File: config.mk
export PLATFORM = sky130hd
export DESIGN_NAME = flash_status_gen
export DESIGN_NICKNAME = d
export VERILOG_FILES = /design/src/rtl/flash_status_pkg.sv /design/src/rtl/flash_status_ctrl.sv /design/src/rtl/flash_status_dp.sv /design/src/rtl/flash_status_gen.sv
export SDC_FILE = /design/constraint.sdc
export NUM_CORES = 1
export LEC_CHECK = 0
export BUFFER_PORTS_ARGS = -buffer_cell sky130_fd_sc_hd__buf_4
export CAP_MARGIN = 20
export CORE_AREA = 3 3 40 42
export DETAILED_ROUTE_END_ITERATION = 12
export DIE_AREA = 0 0 43 45
export PLACE_DENSITY = 0.59
export SLEW_MARGIN = 20
export SYNTH_ARGS = -nofsm -noshare
export SYNTH_HDL_FRONTEND = slang
export SYNTH_SLANG_ARGS = --single-unit
export TNS_END_PERCENT = 1
File: constraint.sdc
create_clock -name clk -period 1.78 [get_ports clk]
set_input_delay 0.089 -clock clk [delete_from_list [all_inputs] [get_ports clk]]
set_output_delay 0.089 -clock clk [all_outputs]
set_load 0.05 [all_outputs]
File: src/rtl/flash_status_pkg.sv
package flash_status_pkg;

  localparam int MODE_W   = 3;
  localparam int STATUS_W = 8;

  // bit positions of the status byte, decoded by the host
  localparam int POS_POLL   = 7;
  localparam int POS_TOGA   = 6;
  localparam int POS_LIMIT  = 5;
  localparam int POS_ERASE  = 3;
  localparam int POS_TOGB   = 2;
  localparam int POS_ABORT  = 1;

  typedef enum logic [MODE_W-1:0] {
    MODE_ARRAY      = 3'd0,
    MODE_PROG       = 3'd1,
    MODE_ERASE      = 3'd2,
    MODE_ESUSP      = 3'd3,
    MODE_PSUSP      = 3'd4,
    MODE_ESUSP_PROG = 3'd5,
    MODE_BUFWR      = 3'd6,
    MODE_SPARE      = 3'd7
  } opMode_e;

  typedef enum logic [1:0] {
    POLL_ZERO = 2'd0,
    POLL_ONE  = 2'd1,
    POLL_INV  = 2'd2
  } pollSel_e;

  // strobes from control to datapath
  typedef struct packed {
    logic     flipA;
    logic     flipB;
    logic     showA;
    logic     showB;
    pollSel_e pollSel;
    logic     limitEn;
    logic     eraseMark;
    logic     abortEn;
    logic     pickArray;
    logic     busy;
  } statusCtrl_t;

endpackage

File: src/rtl/flash_status_ctrl.sv
module flash_status_ctrl
  import flash_status_pkg::*;
(
  input  logic              clk,
  input  logic              rstN,
  input  logic [MODE_W-1:0] opMode,
  input  logic              inTargetSector,
  input  logic              readStrobe,
  output statusCtrl_t       ctrl
);

  opMode_e modeQ;

  always_ff @(posedge clk or negedge rstN) begin
    if (!rstN) modeQ <= MODE_ARRAY;
    else       modeQ <= opMode_e'(opMode);
  end

  logic toggleA;
  logic toggleB;

  always_comb begin
    ctrl    = '0;
    toggleA = 1'b0;
    toggleB = 1'b0;
    unique case (modeQ)
      MODE_PROG: begin
        ctrl.showA   = 1'b1;
        ctrl.showB   = 1'b1;
        ctrl.pollSel = POLL_INV;
        ctrl.limitEn = 1'b1;
        ctrl.busy    = 1'b1;
        toggleA      = 1'b1;
      end
      MODE_ERASE: begin
        ctrl.showA     = 1'b1;
        ctrl.showB     = 1'b1;
        ctrl.pollSel   = POLL_ZERO;
        ctrl.limitEn   = 1'b1;
        ctrl.eraseMark = 1'b1;
        ctrl.busy      = 1'b1;
        toggleA        = 1'b1;
        toggleB        = 1'b1;
      end
      MODE_ESUSP: begin
        if (inTargetSector) begin
          ctrl.showA   = 1'b1;
          ctrl.showB   = 1'b1;
          ctrl.pollSel = POLL_ONE;
          toggleB      = 1'b1;
        end else begin
          ctrl.pickArray = 1'b1;
        end
      end
      MODE_PSUSP: begin
        ctrl.pickArray = !inTargetSector;
      end
      MODE_ESUSP_PROG, MODE_BUFWR: begin
        ctrl.showA   = 1'b1;
        ctrl.pollSel = POLL_INV;
        ctrl.limitEn = 1'b1;
        ctrl.abortEn = (modeQ == MODE_BUFWR);
        ctrl.busy    = 1'b1;
        toggleA      = 1'b1;
      end
      default: begin
        ctrl.pickArray = 1'b1;
      end
    endcase
    ctrl.flipA = toggleA && readStrobe;
    ctrl.flipB = toggleB && readStrobe;
  end

  AST_ARRAY_NOT_BUSY: assert property (@(posedge clk) disable iff (!rstN)
    ctrl.pickArray |-> !ctrl.busy);

  AST_SUSPEND_IDLE: assert property (@(posedge clk) disable iff (!rstN)
    (modeQ == MODE_ESUSP || modeQ == MODE_PSUSP) |-> !ctrl.busy && !ctrl.flipA);

endmodule

File: src/rtl/flash_status_dp.sv
module flash_status_dp
  import flash_status_pkg::*;
(
  input  logic                clk,
  input  logic                rstN,
  input  statusCtrl_t         ctrl,
  input  logic                dataBit7,
  input  logic                timeoutFlag,
  input  logic                abortFlag,
  output logic [STATUS_W-1:0] statusWord,
  output logic                selArray,
  output logic                rdyBusyN
);

  logic togAQ;
  logic togBQ;

  always_ff @(posedge clk or negedge rstN) begin
    if (!rstN) begin
      togAQ <= 1'b0;
      togBQ <= 1'b0;
    end else begin
      if (ctrl.flipA) togAQ <= !togAQ;
      if (ctrl.flipB) togBQ <= !togBQ;
    end
  end

  logic pollBit;

  always_comb begin
    unique case (ctrl.pollSel)
      POLL_ONE: pollBit = 1'b1;
      POLL_INV: pollBit = !dataBit7;
      default:  pollBit = 1'b0;
    endcase
  end

  always_comb begin
    statusWord            = '0;
    statusWord[POS_POLL]  = pollBit;
    statusWord[POS_TOGA]  = ctrl.showA && togAQ;
    statusWord[POS_LIMIT] = ctrl.limitEn && timeoutFlag;
    statusWord[POS_ERASE] = ctrl.eraseMark;
    statusWord[POS_TOGB]  = ctrl.showB && togBQ;
    statusWord[POS_ABORT] = ctrl.abortEn && abortFlag;
  end

  assign selArray = ctrl.pickArray;
  assign rdyBusyN = !ctrl.busy;

  AST_TOGA_FLIPS: assert property (@(posedge clk) disable iff (!rstN)
    ctrl.flipA |=> togAQ != $past(togAQ));

  AST_TOGB_HOLDS: assert property (@(posedge clk) disable iff (!rstN)
    !ctrl.flipB |=> $stable(togBQ));

endmodule

File: src/rtl/flash_status_gen.sv
module flash_status_gen
  import flash_status_pkg::*;
(
  input  logic                clk,
  input  logic                rstN,
  input  logic [MODE_W-1:0]   opMode,
  input  logic                inTargetSector,
  input  logic                dataBit7,
  input  logic                timeoutFlag,
  input  logic                abortFlag,
  input  logic                readStrobe,
  output logic [STATUS_W-1:0] statusWord,
  output logic                selArray,
  output logic                rdyBusyN
);

  statusCtrl_t ctrl;

  flash_status_ctrl i_ctrl (
    .clk            (clk),
    .rstN           (rstN),
    .opMode         (opMode),
    .inTargetSector (inTargetSector),
    .readStrobe     (readStrobe),
    .ctrl           (ctrl)
  );

  flash_status_dp i_dp (
    .clk         (clk),
    .rstN        (rstN),
    .ctrl        (ctrl),
    .dataBit7    (dataBit7),
    .timeoutFlag (timeoutFlag),
    .abortFlag   (abortFlag),
    .statusWord  (statusWord),
    .selArray    (selArray),
    .rdyBusyN    (rdyBusyN)
  );

  AST_LIMIT_ONLY_BUSY: assert property (@(posedge clk) disable iff (!rstN)
    statusWord[POS_LIMIT] |-> !rdyBusyN);

  AST_ABORT_ONLY_BUSY: assert property (@(posedge clk) disable iff (!rstN)
    statusWord[POS_ABORT] |-> !rdyBusyN);

  AST_ARRAY_QUIET: assert property (@(posedge clk) disable iff (!rstN)
    selArray |-> statusWord == '0);

endmodule

After elaboration in Yosys (flattened, before gate mapping)
Index checks and enable logic that the tools add are counted.
{ "op_classes": {"n_eq_ne": 8, "mux": 12, "n_reduce_logical": 15} }
{ "ops": {"columns": ["cell", "n"], "rows": [
  ["$eq 3x3->1 const B", 3],
  ["$pmux 1 s2", 4],
  ["$eq 3x2->1 const B", 2],
  ["$logic_and 1x1->1", 6],
  ["$logic_not 1->1", 5],
  ["$mux 1", 5],
  ["$mux 4", 1],
  ["$pmux 2 s2", 1],
  ["$reduce_or 2->1", 2],
  ["$reduce_or 4->1", 1],
  ["$eq 3x1->1 const B", 1],
  ["$pmux 1 s3", 1],
  ["$reduce_or 3->1", 1],
  ["$eq 2x1->1 const B", 1],
  ["$eq 2x2->1 const B", 1]
]} }
{ "totals": {"regBits": 5, "in_bits": 10, "output_inout_bits": 10, "wordCells": 38} }

Logic depth before layout (Yosys ltp)
Gate-level depths: netlist of the first run.
{ "logic_depth": {"ltp_word": 5, "depth_mapped": 8} }

Hierarchy
From an unflattened synthesis of the first run, not the netlist that was laid out.
{ "unflattened": {"hier_cells": 45, "hier_area_um2": 399.1} }
{ "modules_own_cells": {"columns": ["module", "n_inst", "cells_each", "area_per_inst_um2"], "rows": [
  ["flash_status_ctrl", 1, 23, 202.7],
  ["flash_status_dp", 1, 22, 196.4]
]} }

Worst setup path before layout of the first run
No wires, ideal clock.
{ "synth_timing": {"path_type": "register to output", "from": "register i_ctrl.modeQ[1]", "to": "output port statusWord[2]", "t_arrival_ps": 2215, "required_ps": 1691, "setup_slack_ps": -524, "path_stages_with_launch": 5, "path_buffers": 1, "path_cell_list": "dfrtp_1 buf_4 nand2_1 nor2_1 nor4b_1"} }
{ "synth_via": {"elab_chain_cells": 4, "word_cells_on_any_way": 6, "classes_between": "eq/ne (3); mux (1); reduce/logical (2)"} }
{ "synth_lines": {"columns": ["element", "line", "source"], "rows": [
  ["start, declared", "flash_status_ctrl.sv:12", "opMode_e modeQ;"],
  ["start signal, assigned", "flash_status_ctrl.sv:16", "else modeQ <= opMode_e'(opMode);"],
  ["$eq 3x1->1 / $eq 3x2->1 (equally long branches)", "flash_status_ctrl.sv:26", "unique case (modeQ)"],
  ["$reduce_or 2->1 (no line)", null, null],
  ["$pmux 1 s2 *", "flash_status_ctrl.sv:26", null],
  ["$logic_and 1x1->1 *", "flash_status_dp.sv:44", "statusWord[POS_TOGB] = ctrl.showB && togBQ;"],
  ["end, declared", "flash_status_gen.sv:12", "output logic [STATUS_W-1:0] statusWord,"]
]} }
Mark *: on every way between the ends. The rest lies on a longest branch, timed or not.

Final worst setup path of the first run
{ "layout_timing": {"from": "register i_ctrl.modeQ[2]", "to": "output port statusWord[7]"} }
{ "layout_via": {"elab_chain_cells": 5, "word_cells_on_any_way": 9, "classes_between": "eq/ne (6); mux (2); reduce/logical (1)"} }
{ "layout_lines": {"columns": ["element", "line", "source"], "rows": [
  ["$eq 3x1->1 / $eq 3x3->1 (equally long branches)", "flash_status_ctrl.sv:26", null],
  ["$reduce_or 3->1 (no line)", null, null],
  ["$pmux 2 s2 *", "flash_status_ctrl.sv:26", null],
  ["$eq 2x2->1 / $eq 2x1->1 (equally long branches)", "flash_status_dp.sv:31", "unique case (ctrl.pollSel)"],
  ["$pmux 1 s2 *", "flash_status_dp.sv:31", null]
]} }
Marked as above.

==> impl_metrics.ini, run 1 <==
[cts]
cts_tree = yes
cts_buffers = 3
numClockSinks = 5
clkTransAtPathRegs_ns = 0.04
post_cts.repair.setup_buffers = 0
total_number_of_h_tree_levels = 1
clk-insertion-delay-late_ns = 0.24
clock-root-buffer = sky130_fd_sc_hd__clkbuf_4
clockBufferDepth = 2

[floorplan]
core_um2 = 1280
num_rows = 13
chipHeight_um = 45
io_pins = 20
design.die.area_um2 = 1940
initial_core_util_pct = 30.8
die_width_um = 43

[cells_and_area]
post_route_cells_drive_above_1_share_pct = 41.8
area.growth.synth_to_final_pct = 49.7
fin_cells = 82
finished_layout_cell_area_um2 = 592
fin_nets = 80
antennaDiodeCount = 0

[placed_design]
dpl.cell_count = 74
placed_area_um2 = 518
finalWeightedCongestion = 0.685
dp_hpwl_um = 552
place.port_buffers = 17

[logic_synthesis]
post_synth_inst_count = 45
syn_area_um2 = 395
yosysUniqueCellTypes = 25
synth.avg_cell_area_um2 = 8.79
synth.yosys.warnings = 0
synth_sequential_area_ratio_pct = 31.6
yosys_register_bits = 5

[timing]
post-route-period-util_pct = 92.3
fin_worst_skew_ns = 0.00122
rsz0062_at_grt = no
setup_violations = 0
maxSlewViolCount = 0
period_minus_slack_ns = 1.64
finalHoldWorstSlack_ns = 0.136
fmaxAchievable_ghz = 0.609
timing.setup.tns_ns = 0
hold_violations = 0

[critical_path]
endpoint_of_the_most_critical_register_to_register_path = i_dp.togBQ
critPathCaptureType = output port
critPathArrivalTime_ns = 1.55
rr_startpoint = i_ctrl.modeQ[0]
critPathMaxFanout = 8
ff2ff_path_depth = 4
setup.reg_to_reg.worst_slack_ns = 0.73
crit_path_start_kind = flip-flop
timing_worst_setup_path_type = reg2out
critical_path_required_ns = 1.69

[route]
drcViolationCount = 0
wl_per_cell_um = 8.77
post_drt_via_cell_ratio = 4.17
firstDrtPassIters = 2
drt_wl_total_um = 719
vias = 342
antenna_violating_nets_post_route = 0
detail_route.iter0.violations = 4

[global_route]
via_count_of_the_first_global_routing_pass = 304
grt_max_degree = 10
antenna_found_initial = 0
grt_first_pass_wirelength_um = 1130
grt_ovf = 0
grt_usage_pct = 8.14

[pwr]
finalPower_w = 0.000505
power_frac_seq_pct = 31.4
intPower_w = 0.000313
switching_share_pct = 38.0
part_of_the_power_in_the_clock_network_pct = 25.0
combinationalPowerShare_pct = 43.6
powerDensity_nw_per_um2 = 853
peakVddDrop_mv = 0.431
leakage_nw = 0.305
switching_power_w = 0.000192

[worst_hold_path]
hold_path.class = in2reg
hold_path_depth = 3
min_delay_worst_endpoint = i_dp.togAQ
min-delay-start = readStrobe

[outcome]
status = finished, final reports clean

[flow_run]
max-cap-violations = 0
layout by cell type (no fill, tap or decap), types with 2 or more instances in the layout:
cell type                       instances
sky130_fd_sc_hd__nand2_1                5
sky130_fd_sc_hd__conb_1                 2
sky130_fd_sc_hd__clkbuf_4               3
sky130_fd_sc_hd__inv_1                  4
sky130_fd_sc_hd__dfrtp_1                4
sky130_fd_sc_hd__nor2_1                 3
sky130_fd_sc_hd__o21ai_0                2
sky130_fd_sc_hd__buf_4                 18
sky130_fd_sc_hd__dlygate4sd3_1          4
sky130_fd_sc_hd__ha_1                   2
per-stage QoR:
stage / setup WS [ns] / util (%)
final: 0.138 / 46.1
after global routing: 0.00635 / 46.1
after CTS: 0.0534 / 45.5
after detailed placement: 0.334 / 40.3
after global placement: 0.370 / 40.3
after floorplan: 0.156 / -
layer usage:
metal | vias up | track usage (%) | routed length [um]
met5 | - | 0 | 0
met4 | 0 | 5.42 | 0
met3 | 0 | 2.39 | 53
met2 | 15 | 13.5 | 359
met1 | 147 | 9.11 | 306
li1 | 180 | - | -
timing repair:
action,CTS,global route
hold endpoints to repair,8,0
setup endpoints to repair,0,1
hold buffers,4,0
resized for setup,0,3
kinds of logic after synthesis:
| logic type | count (synthesis) | synth area share (%) |
|---|---|---|
| buffers and inverters | 10 | 16.1 |
| AO/OA/AOI/OAI | 6 | 9.49 |
| XOR/XNOR | 3 | 8.55 |
| AND/OR/NAND/NOR | 18 | 26.9 |
| adder cells (fa/ha/maj) | 2 | 6.33 |
| flip-flops | 5 | 31.6 |
| other | 1 | 0.948 |
how the worst max path moves through the flow:
stage | start | to | slack, ns | cells after the start
3_5_place_dp | i_ctrl.modeQ[2] | statusWord[7] | 0.33 | 5
3_3_place_gp | i_ctrl.modeQ[2] | statusWord[7] | 0.37 | 5
2_1_floorplan | i_ctrl.modeQ[1] | statusWord[2] | 0.16 | 4
4_1_cts | i_ctrl.modeQ[2] | statusWord[7] | 0.05 | 5
5_1_grt | i_ctrl.modeQ[1] | statusWord[7] | 0.006 | 6
6_report | i_ctrl.modeQ[2] | statusWord[7] | 0.14 | 5
power groups by stage:
stage                     Clock [W]  Sequential (W)  Combinational, W
after floorplan                   0        0.000157          0.000160
after CTS                  0.000135        0.000158          0.000222
final                      0.000126        0.000158          0.000220
after global routing       0.000140        0.000162          0.000235
after global placement            0        0.000160          0.000214
after detailed placement          0        0.000159          0.000213
sequential cells by signal, summed over array words and instances, names as in the netlist:
signal	cells
i_dp.togAQ	1
i_dp.togBQ	1
i_ctrl.modeQ	3
cell type report:
class / count / area (um2)
clock buffer: 4 / 26.3
fill: 127 / 693
inverter: 4 / 15.0
multi-input combinational: 31 / 219
sequential: 5 / 126
tap: 15 / 18.8
timing repair buffer: 23 / 186
cells in the mapped netlist:
| cell type | count | share of area (%) |
|---|---|---|
| sky130_fd_sc_hd__o21a_1 | 1 | 1.9 |
| sky130_fd_sc_hd__buf_6 | 1 | 2.8 |
| sky130_fd_sc_hd__nor3_2 | 1 | 2.5 |
| sky130_fd_sc_hd__xnor2_1 | 1 | 2.2 |
| sky130_fd_sc_hd__dfrtp_1 | 5 | 32 |
| sky130_fd_sc_hd__nor2b_4 | 1 | 3.5 |
| sky130_fd_sc_hd__nand2_1 | 5 | 4.7 |
| sky130_fd_sc_hd__xor2_2 | 1 | 4.1 |
| sky130_fd_sc_hd__a31oi_1 | 1 | 1.6 |
| sky130_fd_sc_hd__inv_1 | 4 | 3.8 |
| sky130_fd_sc_hd__nor2_1 | 3 | 2.8 |
| sky130_fd_sc_hd__buf_4 | 5 | 9.5 |
| sky130_fd_sc_hd__nor4b_1 | 1 | 2.2 |
| sky130_fd_sc_hd__and3_1 | 1 | 1.6 |
| sky130_fd_sc_hd__nand2b_1 | 1 | 1.6 |
| sky130_fd_sc_hd__o2bb2ai_1 | 1 | 2.2 |
| sky130_fd_sc_hd__conb_1 | 1 | 0.95 |
| sky130_fd_sc_hd__ha_1 | 2 | 6.3 |
| sky130_fd_sc_hd__and2_1 | 1 | 1.6 |
| sky130_fd_sc_hd__xor2_1 | 1 | 2.2 |
| sky130_fd_sc_hd__a21oi_1 | 1 | 1.3 |
| sky130_fd_sc_hd__nand3_1 | 1 | 1.3 |
| sky130_fd_sc_hd__o21ai_0 | 2 | 2.5 |
| sky130_fd_sc_hd__and2b_1 | 1 | 1.9 |
| sky130_fd_sc_hd__nor2b_1 | 2 | 3.2 |
worst max-delay path: stages, from the launching register on:
cell                      delay [ns]
sky130_fd_sc_hd__dfrtp_2        0.46
sky130_fd_sc_hd__nor2b_2        0.14
sky130_fd_sc_hd__nand3_1        0.11
sky130_fd_sc_hd__ha_1           0.30
sky130_fd_sc_hd__nor2_1         0.13
sky130_fd_sc_hd__buf_6          0.17
No activity file was read; power rests on OpenSTA's default activity.
==> run 2: changes to the inputs <==
- ABC_AREA: default -> 1
- PLACE_DENSITY: 0.59 -> 0.6
- SYNTH_HIERARCHICAL: default -> 1
==> impl_metrics.ini, run 2 <==
[floorplan]
die_width_um = 43
design.die.area_um2 = 1940
core_um2 = 1280
chipHeight_um = 45
initial_core_util_pct = 31.3
io_pins = 20
num_rows = 13

[logic_synthesis]
syn_area_um2 = 402
number_of_synthesized_flops_with_an_enable_pin = 0
synth_sequential_area_ratio_pct = 31.2
post_synth_inst_count = 57
share_of_yosys_cell_area_claimed_by_the_top_area_cell_type_pct = 31.2
synthTopCellsByArea = sky130_fd_sc_hd__dfrtp_1, sky130_fd_sc_hd__inv_1, sky130_fd_sc_hd__buf_4
synth_top_cells_by_count = sky130_fd_sc_hd__inv_1, sky130_fd_sc_hd__nand2_1, sky130_fd_sc_hd__buf_4, sky130_fd_sc_hd__dfrtp_1, sky130_fd_sc_hd__nor2_1
synth.yosys.warnings = 6
synth.avg_cell_area_um2 = 7.05
yosys_register_bits = 5
synth_ff_type = sky130_fd_sc_hd__dfrtp_1
synth_area_leader_cell = sky130_fd_sc_hd__dfrtp_1
synth.most_common_cell = sky130_fd_sc_hd__inv_1
yosysUniqueCellTypes = 16
asyncSetResetFlopFracSynth_pct = 100

[timing]
period_minus_slack_ns = 1.66
fin_worst_skew_ns = 0.00104
maxSlewViolCount = 0
timing.setup.tns_ns = 0
setup_violations = 0
post-route-period-util_pct = 93.4
fmaxAchievable_ghz = 0.602
post-route-worst-setup-slack_ns = 0.118
hold_violations = 0

[route]
drcViolationCount = 0
antenna_violating_nets_post_route = 0
vias = 363
post_drt_via_cell_ratio = 3.90
detail_route.iter0.violations = 5
drt_wl_total_um = 715
firstDrtPassIters = 4
wl_per_cell_um = 7.69

[cells_and_area]
fill_cells = 140
largest_register_ff_count = 3
layout_common_cells = sky130_fd_sc_hd__buf_4, sky130_fd_sc_hd__inv_1, sky130_fd_sc_hd__nand2_1
area.growth.synth_to_final_pct = 48.0
post_route_cells_drive_above_1_share_pct = 38.5
fin_cells = 93
fin_nets = 91
final_common_cell = sky130_fd_sc_hd__buf_4
antennaDiodeCount = 0
largestRegisters = i_ctrl/modeQ (3), i_dp/togAQ (1), i_dp/togBQ (1)
register_cell_area_after_layout_um2 = 128
multi_input_area_um2 = 171
reg_with_most_ffs = i_ctrl/modeQ

[critical_path]
crit_chain = inv_2, nand4_1, inv_1, inv_1, ha_1, a21oi_2, buf_6
worst_path_most_repeated_cell = sky130_fd_sc_hd__inv_1
critical_path_required_ns = 1.69
critical_path.top_delay_family = buffers and inverters
crit_buf_inv = 4
crit_slowest_cell = sky130_fd_sc_hd__dfrtp_1
critPathArrivalTime_ns = 1.57
critPathCaptureType = output port
cp_peak_stage_delay_ns = 0.38
worst_setup_path_startpoint = i_ctrl/modeQ[2]
rr_startpoint = i_ctrl/modeQ[0]
crit_path_start_kind = flip-flop
critPathMaxFanout = 4
timing_worst_setup_path_type = reg2out

[cts]
clk-insertion-delay-late_ns = 0.24
clkTransAtPathRegs_ns = 0.04
cts_buffers = 3
clockBufferDepth = 2
clock-root-buffer = sky130_fd_sc_hd__clkbuf_4
total_number_of_h_tree_levels = 1
cts_tree = yes
numClockSinks = 5

[flow_run]
max-cap-violations = 0

[outcome]
status = finished, final reports clean

[pwr]
power_frac_seq_pct = 32.6
part_of_the_power_in_the_clock_network_pct = 25.6
leakage_nw = 0.367
intPower_w = 0.000301
combinationalPowerShare_pct = 41.8
switching_power_w = 0.000194
switching_share_pct = 39.1
powerDensity_nw_per_um2 = 833
peakVddDrop_mv = 0.424

[placed_design]
finalWeightedCongestion = 0.680
dp_hpwl_um = 572
place.port_buffers = 17
post-place-ws_ns = 0.240
dpl.cell_count = 83

[global_route]
antenna_found_initial = 0
grt_ovf = 0
grt_max_degree = 7
via_count_of_the_first_global_routing_pass = 311
grt_first_pass_wirelength_um = 1150
grt_usage_pct = 8.14

[worst_hold_path]
hold_path.class = in2async
run 2: area by class of cell:
class | count | share of cell area (%)
Clock buffer | 4 | 4.42
Inverter | 17 | 10.7
Multi-Input combinational cell | 29 | 28.8
Sequential cell | 5 | 21.5
Tap cell | 15 | 3.16
Timing Repair Buffer | 23 | 31.4
run 2: cell families (layout without fill, tap and decap cells):
group / count (synthesis) / after routing / synth area share [%]
flops: 5 / 5 / 31.2
buf+inv: 24 / 44 / 29.0
simple gates: 20 / 20 / 21.8
fa+ha+maj: 2 / 2 / 6.23
xor+xnor: 3 / 3 / 8.41
compound gates: 2 / 2 / 2.49
other cells: 1 / 2 / 0.934
run 2: through the flow:
step	power (W)	utilization (%)	hold slack [ns]	instance area [um2]
6_report	0.000495	46.3	0.192	594
5_1_grt	0.000530	46.3	0.182	594
4_1_cts	0.000496	44.0	0.182	566
3_5_place_dp	0.000357	38.9	-0.108	499
3_3_place_gp	0.000356	38.9	-0.107	499
2_1_floorplan	0.000313	-	-0.207	405
run 2: worst paths after layout:
| kind | to | slack (ns) | cells after the start |
|---|---|---|---|
| worst min-delay path | i_dp/togAQ | 0.19 | 2 |
| min in group clk | i_dp/togAQ | 0.22 | 4 |
| max in group asynchronous | i_ctrl/modeQ[0] | 1.47 | 2 |
| worst min register to register | i_dp/togBQ | 0.46 | 1 |
| worst max-delay path | statusWord[7] | 0.12 | 7 |
| worst max register to register | i_dp/togBQ | 0.76 | 4 |
run 2: what timing repair did:
action | CTS | global route
endpoints found under the setup margin | 1 | 1
buffers inserted | 0 | 2
hold buffers | 4 | 0
pin swaps | 0 | 1
endpoints found under the hold margin | 8 | 0
resized for setup | 1 | 6
run 2: routing by layer:
| metal | part of all wire (%) | up-vias | GRT usage [%] |
|---|---|---|---|
| li1 | - | 197 | - |
| met1 | 38 | 153 | 8.64 |
| met2 | 54 | 13 | 13.8 |
| met3 | 7.4 | 0 | 1.59 |
| met4 | 0 | 0 | 7.23 |
| met5 | 0 | - | 0 |
run 2: power groups by stage:
stage / registers [W] / clock network [W] / logic [W]
6_report: 0.000161 / 0.000127 / 0.000207
2_1_floorplan: 0.000160 / 0 / 0.000153
3_3_place_gp: 0.000161 / 0 / 0.000195
3_5_place_dp: 0.000162 / 0 / 0.000195
5_1_grt: 0.000164 / 0.000145 / 0.000221
4_1_cts: 0.000160 / 0.000133 / 0.000203
